### src/rtl/wmac_pin_pkg.sv
// Shared types and helpers for the indicator pin controller.
// Assumes one clock domain for all control bits; pad inputs are asynchronous.
package wmac_pin_pkg;

    // Drive state presented to one tri-state pad.
    typedef struct packed {
        logic out;
        logic oe;
    } pad_drv_t;

    // Maps enable/data/drive-type to the pad drive state.
    // Open-drain pulls low only; a high data value releases the pad.
    function automatic pad_drv_t calc_drive(input logic en, input logic dat, input logic pp);
        pad_drv_t d;
        d.out = 1'b0;
        d.oe  = 1'b0;
        if (en) begin
            if (pp) begin
                d.out = dat;
                d.oe  = 1'b1;
            end else begin
                d.out = 1'b0;
                d.oe  = ~dat;
            end
        end
        return d;
    endfunction

endpackage

### src/rtl/wmac_sync.sv
// Multi-stage synchronizer for asynchronous pad levels.
// Assumes STAGES >= 2; all bits are synchronised independently.
module wmac_sync #(
    parameter int WIDTH  = 1,
    parameter int STAGES = 2
) (
    input  logic             clk,
    input  logic             rst_n,
    input  logic [WIDTH-1:0] d_i,
    output logic [WIDTH-1:0] q_o
);
    logic [STAGES-1:0][WIDTH-1:0] chain_q;

    // Shift the asynchronous sample through the flop chain.
    always_ff @(posedge clk) begin
        if (!rst_n) begin
            chain_q <= '0;
        end else begin
            chain_q <= {chain_q[STAGES-2:0], d_i};
        end
    end

    assign q_o = chain_q[STAGES-1];
endmodule

### src/rtl/wmac_pin_drive.sv
// Registered drive logic for one configurable pad.
// force_in_i overrides all configuration bits and releases the pad.
// Assumes control bits are synchronous to clk.
module wmac_pin_drive
    import wmac_pin_pkg::*;
(
    input  logic clk,
    input  logic rst_n,
    input  logic en_i,
    input  logic dat_i,
    input  logic pp_i,
    input  logic force_in_i,
    output logic pad_out_o,
    output logic pad_oe_o
);
    pad_drv_t drv_q;

    // Register the pad drive so the pad sees glitch-free control.
    always_ff @(posedge clk) begin
        if (!rst_n) begin
            drv_q <= '0;
        end else if (force_in_i) begin
            drv_q <= '0;
        end else begin
            drv_q <= calc_drive(en_i, dat_i, pp_i);
        end
    end

    assign pad_out_o = drv_q.out;
    assign pad_oe_o  = drv_q.oe;

    // a disabled or forced pad is released on the next clock.
    a_r2_disabled_floats: assert property (@(posedge clk) disable iff (!rst_n)
        (!en_i || force_in_i) |=> !pad_oe_o);

    // open-drain mode never presents a high level.
    a_r4_od_never_high: assert property (@(posedge clk) disable iff (!rst_n)
        (en_i && !pp_i && !force_in_i) |=> !pad_out_o);
endmodule

### src/rtl/wmac_cca_event.sv
// Channel-busy source mux, edge detection and sticky flags with masks.
// Assumes int_busy_i is synchronous and ext_busy_i is already synchronised.
// On a source switch the new source is resampled with no event reported.
module wmac_cca_event (
    input  logic clk,
    input  logic rst_n,
    input  logic sel_i,
    input  logic int_busy_i,
    input  logic ext_busy_i,
    input  logic chg_w1c_i,
    input  logic clr_w1c_i,
    input  logic chg_mask_i,
    input  logic clr_mask_i,
    output logic busy_o,
    output logic chg_flag_o,
    output logic clr_flag_o,
    output logic irq_chg_o,
    output logic irq_clr_o
);
    logic sel_q;
    logic prev_q;
    logic chg_q;
    logic clr_q;
    logic busy_sel;
    logic switching;
    logic chg_evt;
    logic fall_evt;

    // Pick the active busy source and detect edges against the last sample.
    always_comb begin
        busy_sel  = sel_i ? ext_busy_i : int_busy_i;
        switching = (sel_i != sel_q);
        chg_evt   = !switching && (busy_sel != prev_q);
        fall_evt  = !switching && prev_q && !busy_sel;
    end

    // Track the select and the last busy sample used for edge detection.
    always_ff @(posedge clk) begin
        if (!rst_n) begin
            sel_q  <= 1'b0;
            prev_q <= 1'b0;
        end else begin
            sel_q  <= sel_i;
            prev_q <= busy_sel;
        end
    end

    // Sticky flags: a set event wins over a same-cycle clear strobe.
    always_ff @(posedge clk) begin
        if (!rst_n) begin
            chg_q <= 1'b0;
            clr_q <= 1'b0;
        end else begin
            chg_q <= chg_evt  | (chg_q & ~chg_w1c_i);
            clr_q <= fall_evt | (clr_q & ~clr_w1c_i);
        end
    end

    assign busy_o     = prev_q;
    assign chg_flag_o = chg_q;
    assign clr_flag_o = clr_q;
    assign irq_chg_o  = chg_q & ~chg_mask_i;
    assign irq_clr_o  = clr_q & ~clr_mask_i;

    // a select change never raises either flag.
    a_r12_switch_no_event: assert property (@(posedge clk) disable iff (!rst_n)
        switching |=> (!$rose(chg_flag_o) && !$rose(clr_flag_o)));

    // the busy-to-clear flag only rises when busy fell.
    a_r9_clr_on_fall: assert property (@(posedge clk) disable iff (!rst_n)
        $rose(clr_flag_o) |-> ($past(busy_o) && !busy_o));

    // the change flag holds without a clear strobe.
    a_r8_chg_sticky: assert property (@(posedge clk) disable iff (!rst_n)
        (chg_flag_o && !chg_w1c_i) |=> chg_flag_o);

    // a new change flag always accompanies a moved busy level.
    a_r8_chg_with_edge: assert property (@(posedge clk) disable iff (!rst_n)
        $rose(chg_flag_o) |-> (busy_o != $past(busy_o)));
endmodule

### src/rtl/wmac_pin_ctrl.sv
// Indicator pad controller with channel-busy source select (top level).
// Drives IND_PINS indicator pads and one shared user pad, synchronises
// all pad levels for status, and routes the internal or external busy
// source into the edge/flag logic. Selecting the external source forces
// the user pad to an input.
module wmac_pin_ctrl #(
    parameter int IND_PINS    = 2,
    parameter int SYNC_STAGES = 2
) (
    input  logic                clk,
    input  logic                rst_n,
    input  logic [IND_PINS-1:0] ind_en_i,
    input  logic [IND_PINS-1:0] ind_dat_i,
    input  logic [IND_PINS-1:0] ind_pp_i,
    input  logic [IND_PINS-1:0] ind_pad_in_i,
    output logic [IND_PINS-1:0] ind_pad_out_o,
    output logic [IND_PINS-1:0] ind_pad_oe_o,
    output logic [IND_PINS-1:0] ind_level_o,
    input  logic                usr_en_i,
    input  logic                usr_dat_i,
    input  logic                usr_pp_i,
    input  logic                usr_pad_in_i,
    output logic                usr_pad_out_o,
    output logic                usr_pad_oe_o,
    output logic                usr_level_o,
    input  logic                ext_cca_sel_i,
    input  logic                int_cca_i,
    input  logic                chg_w1c_i,
    input  logic                clr_w1c_i,
    input  logic                chg_mask_i,
    input  logic                clr_mask_i,
    output logic                busy_o,
    output logic                chg_flag_o,
    output logic                clr_flag_o,
    output logic                irq_chg_o,
    output logic                irq_clr_o
);
    localparam int SYNC_W = IND_PINS + 1;
    localparam int USR_IX = IND_PINS;

    logic [SYNC_W-1:0] pad_sync;

    // One synchronizer bank for all pad levels; the user bit also feeds CCA.
    wmac_sync #(.WIDTH(SYNC_W), .STAGES(SYNC_STAGES)) u_sync (
        .clk   (clk),
        .rst_n (rst_n),
        .d_i   ({usr_pad_in_i, ind_pad_in_i}),
        .q_o   (pad_sync)
    );

    assign ind_level_o = pad_sync[IND_PINS-1:0];
    assign usr_level_o = pad_sync[USR_IX];

    // One drive block per indicator pad.
    for (genvar g = 0; g < IND_PINS; g++) begin : g_ind
        wmac_pin_drive u_drv (
            .clk        (clk),
            .rst_n      (rst_n),
            .en_i       (ind_en_i[g]),
            .dat_i      (ind_dat_i[g]),
            .pp_i       (ind_pp_i[g]),
            .force_in_i (1'b0),
            .pad_out_o  (ind_pad_out_o[g]),
            .pad_oe_o   (ind_pad_oe_o[g])
        );
    end

    // User pad: the external-busy select forces it to an input.
    wmac_pin_drive u_usr_drv (
        .clk        (clk),
        .rst_n      (rst_n),
        .en_i       (usr_en_i),
        .dat_i      (usr_dat_i),
        .pp_i       (usr_pp_i),
        .force_in_i (ext_cca_sel_i),
        .pad_out_o  (usr_pad_out_o),
        .pad_oe_o   (usr_pad_oe_o)
    );

    wmac_cca_event u_cca (
        .clk        (clk),
        .rst_n      (rst_n),
        .sel_i      (ext_cca_sel_i),
        .int_busy_i (int_cca_i),
        .ext_busy_i (pad_sync[USR_IX]),
        .chg_w1c_i  (chg_w1c_i),
        .clr_w1c_i  (clr_w1c_i),
        .chg_mask_i (chg_mask_i),
        .clr_mask_i (clr_mask_i),
        .busy_o     (busy_o),
        .chg_flag_o (chg_flag_o),
        .clr_flag_o (clr_flag_o),
        .irq_chg_o  (irq_chg_o),
        .irq_clr_o  (irq_clr_o)
    );

    // external busy select releases the user pad on the next clock.
    a_r6_ext_forces_input: assert property (@(posedge clk) disable iff (!rst_n)
        ext_cca_sel_i |=> !usr_pad_oe_o);
endmodule

### config.mk
export PLATFORM = sky130hd
export DESIGN_NAME = wmac_pin_ctrl
export DESIGN_NICKNAME = d
export VERILOG_FILES = /design/src/rtl/wmac_pin_pkg.sv /design/src/rtl/wmac_sync.sv /design/src/rtl/wmac_pin_drive.sv /design/src/rtl/wmac_cca_event.sv /design/src/rtl/wmac_pin_ctrl.sv
export SDC_FILE = /design/constraint.sdc
export NUM_CORES = 1
export LEC_CHECK = 0
export ABC_AREA = 1
export BUFFER_PORTS_ARGS = -buffer_cell sky130_fd_sc_hd__buf_2
export CAP_MARGIN = 20
export CORE_UTILIZATION = 34
export DETAILED_ROUTE_END_ITERATION = 10
export MAX_ROUTING_LAYER = met4
export PLACE_DENSITY = 0.71
export SLEW_MARGIN = 0
export SYNTH_ARGS = -nofsm -noshare
export SYNTH_HDL_FRONTEND = slang
export SYNTH_SLANG_ARGS = --single-unit
### constraint.sdc
create_clock -name clk -period 1.2 [get_ports clk]
set_input_delay 0 -clock clk [delete_from_list [all_inputs] [get_ports clk]]
set_output_delay 0 -clock clk [all_outputs]
set_load 0.1 [all_outputs]
==> flow_metrics.py <==
metrics = {
    "synth": {
        "synth_top_area_cell": "dfxtp_1",
        "seq_area_frac_synth": 0.531,
        "synth_area_um2": 603,
        "syn-mean-instance-area_um2": 7.94,
        "synth_edf_count": 0,
        "synthDistinctLibCells": 14,
        "synth_flop_cell": "dfxtp_1",
        "synth_top_area_frac": 0.531,
        "synthesis.nets": 96,
        "synth_common_cells": "16 x dfxtp_1, 16 x inv_1, 15 x nand2_1",
        "syn_inst": 76,
        "synthTopCellsByArea": "dfxtp_1 53%, inv_1 10%, nand2_1 9.3%, buf_4 7.5%, nand3_1 6.6%",
        "synth_seq_cells": 16,
        "yosys_warnings": 0,
        "synth-async-reset-ratio": 0,
    },
    "global_route": {
        "grt_use_total": 0.148,
        "antenna_found_initial": 0,
        "grt_max_degree": 14,
        "grt_pass1_vias": 601,
        "grt_first_pass_wirelength_um": 2080,
        "overflow": 0,
    },
    "power": {
        "intPower_w": 0.000840,
        "p_comb_frac": 0.261,
        "ir_worst_vdd_mv": 0.666,
        "switchingPower_w": 0.000381,
        "power_frac_seq": 0.462,
        "clock_power_share": 0.277,
        "power.density_nw_per_um2": 1200,
        "switching_share": 0.312,
        "leakagePower_nw": 0.571,
    },
    "critical_path": {
        "crit_type": "in -> reg",
        "path_cells": "dlygate4sd3_1, buf_2, inv_2, a21oi_1, dlygate4sd3_1",
        "critical-path-max-stage-delay_ns": 0.56,
        "cp.depth": 5,
        "cp_data_required_time_ns": 1.37,
        "end_kind": "flop",
        "r2r_cells": 3,
        "crit_top_cell": "dlygate4sd3_1",
        "cp_data_arrival_time_ns": 1.33,
        "crit_buf_inv": 4,
        "crit_fanout": 2,
        "path_delay_family": "buffers and inverters",
        "startpoint_type": "input port",
        "slowest_stage": "dlygate4sd3_1",
    },
    "detailed_routing": {
        "drc_errors": 2,
        "viasPerCell": 4.38,
        "drt_pass1_iterations": 7,
        "via_count": 605,
        "wirelength_um": 1280,
        "detail-route-antenna-nets": 0,
        "routedWlPerCell_um": 9.28,
        "drtIter0Drc": 9,
    },
    "sta": {
        "setup_viol": 0,
        "maxSlewHeadroom": 0.673,
        "worst_pin_slew_ns": 0.494,
        "fin_setup_tns_ns": 0,
        "finClkSkew_ns": 0.00347,
        "period_needed_ns": 1.17,
        "hold_violations": 0,
        "fmax_mhz": 857,
        "layout_worst_path_cycle_share": 0.972,
        "slew_viol_final": 0,
    },
    "outcome": {
        "violations": "design-rule violations",
        "status": "finished, violations left",
    },
    "clock_tree": {
        "cts.sinks": 16,
        "cts_tree": "yes",
        "clk_latency_ns": 0.27,
        "cts_setup_buffers": 0,
        "cts_buffers": 3,
        "cts-root-buf": "clkbuf_4",
        "cts.reportedPaths.clkPinSlew_ns": 0.09,
        "htree_num_levels": 1,
        "cts_buffer_depth": 2,
    },
    "finish": {
        "final_net_count": 143,
        "multi_input_comb_area_um2": 204,
        "area_growth_pct": 68.7,
        "final_area_um2": 1020,
        "regArea_um2": 330,
        "diodes": 0,
        "fillers": 138,
        "drive_gt1_frac": 0.434,
    },
    "placed_design": {
        "port_buffers": 33,
        "dp_hpwl_um": 860,
        "post_dp_cell_area_um2": 793,
        "gp_routability_congestion": 0.723,
    },
    "die": {
        "rows": 14,
        "core_um2": 1580,
        "die_h_um": 44.1,
        "boundaryPins": 34,
        "dieArea_um2": 1950,
        "start_util": 0.383,
        "die_w_um": 44.1,
    },
    "run": {
        "maxCapViolations": 0,
    },
    "worst_hold_path": {
        "min_path_cells": 3,
        "hold_class": "in -> reg",
    },
}
-- worst register-to-register path: cells and delay by family, from the launching register on --
kind | cells | cell delay, ns
compound gates | 1 | 0.12
simple gates | 1 | 0.28
buf+inv | 1 | 0.06
flops | 1 | 0.35
-- metrics by stage --
stage / total power, W / utilization / hold WS [ns] / std cells / setup slack [ns]
after floorplan: 0.000792 / - / 0.0935 / 76 / 0.0483
after global routing: 0.00128 / 0.645 / 0.0244 / 138 / -0.00401
after global placement: 0.000845 / 0.503 / 0.181 / 118 / 0.354
after CTS: 0.00124 / 0.640 / 0.0477 / 140 / 0.0309
final: 0.00122 / 0.645 / 0.0409 / 138 / 0.0337
after detailed placement: 0.000851 / 0.503 / 0.186 / 118 / 0.337
-- routing by layer --
layer,part of all wire,wire length (um),vias up,track usage
li1,-,-,310,-
met1,0.38,483,266,0.132
met2,0.54,693,27,0.294
met3,0.078,100,2,0.0367
met4,0.0031,4,0,0.0545
met5,0,0,-,-
-- cell type report --
| cell class | count | share of cell area |
|---|---|---|
| multi-input combinational | 36 | 0.200 |
| tap | 16 | 0.0197 |
| inverter | 17 | 0.0627 |
| sequential | 16 | 0.325 |
| timing repair buffer | 49 | 0.357 |
| clock buffer | 4 | 0.0357 |
-- sequential cells by signal, indices dropped and copies added, names as in the netlist --
register	cells
g_ind.u_drv.pad_out_o	2
u_sync.q_o	3
u_cca.sel_q	1
u_cca.busy_o	1
u_cca.chg_flag_o	1
u_sync.chain_q	3
g_ind.u_drv.pad_oe_o	2
u_usr_drv.pad_oe_o	1
u_cca.clr_flag_o	1
u_usr_drv.pad_out_o	1
-- what timing repair did --
item	in CTS	in global routing
hold buffers	18	0
hold endpoints to repair	12	0
gates resized for setup	0	7
setup endpoints to repair	0	5
-- path summary, 6_finish.rpt --
path                                start                             end  slack (ns)
min                              usr_en_i  u_usr_drv.pad_out_o$_SDFF_PP0_        0.04
max                              usr_pp_i   u_usr_drv.pad_oe_o$_SDFF_PP0_        0.03
min reg2reg  u_sync.chain_q[2]$_SDFF_PN0_        u_sync.q_o[2]$_SDFF_PN0_        0.41
max reg2reg   u_cca.chg_flag_o$_SDFF_PN0_     u_cca.chg_flag_o$_SDFF_PN0_        0.32
-- logic make-up after synthesis --
kind of cell | Yosys count | synth area share
XOR/XNOR | 1 | 0.0145
buffers and inverters | 24 | 0.189
AO/OA/AOI/OAI | 3 | 0.0311
AND/OR/NAND/NOR | 32 | 0.234
flip-flops | 16 | 0.531
-- layout by cell type (no fill, tap or decap) --
| cell | count |
|---|---|
| a21oi_1 | 2 |
| or2_2 | 2 |
| nor3b_2 | 1 |
| xnor2_1 | 1 |
| clkbuf_8 | 1 |
| nor2_1 | 3 |
| buf_12 | 2 |
| inv_1 | 14 |
| clkbuf_4 | 3 |
| nand3_2 | 3 |
| dfxtp_4 | 2 |
| dfxtp_2 | 2 |
| buf_2 | 30 |
| dfxtp_1 | 12 |
| nand2_1 | 15 |
| nand3_1 | 5 |
| a21oi_2 | 1 |
| dlygate4sd3_1 | 16 |
| nand2_2 | 1 |
| inv_2 | 3 |
| dlymetal6s4s_1 | 1 |
| nor2_4 | 2 |
-- power groups by stage --
stage               Combinational [W]  Sequential, W  Clock, W
floorplan                    0.000150       0.000642         0
global placement             0.000269       0.000575         0
detailed placement           0.000275       0.000576         0
CTS                          0.000316       0.000564  0.000357
global route                 0.000339       0.000567  0.000372
finish                       0.000319       0.000564  0.000338
No activity file was read; power rests on OpenSTA's default activity.
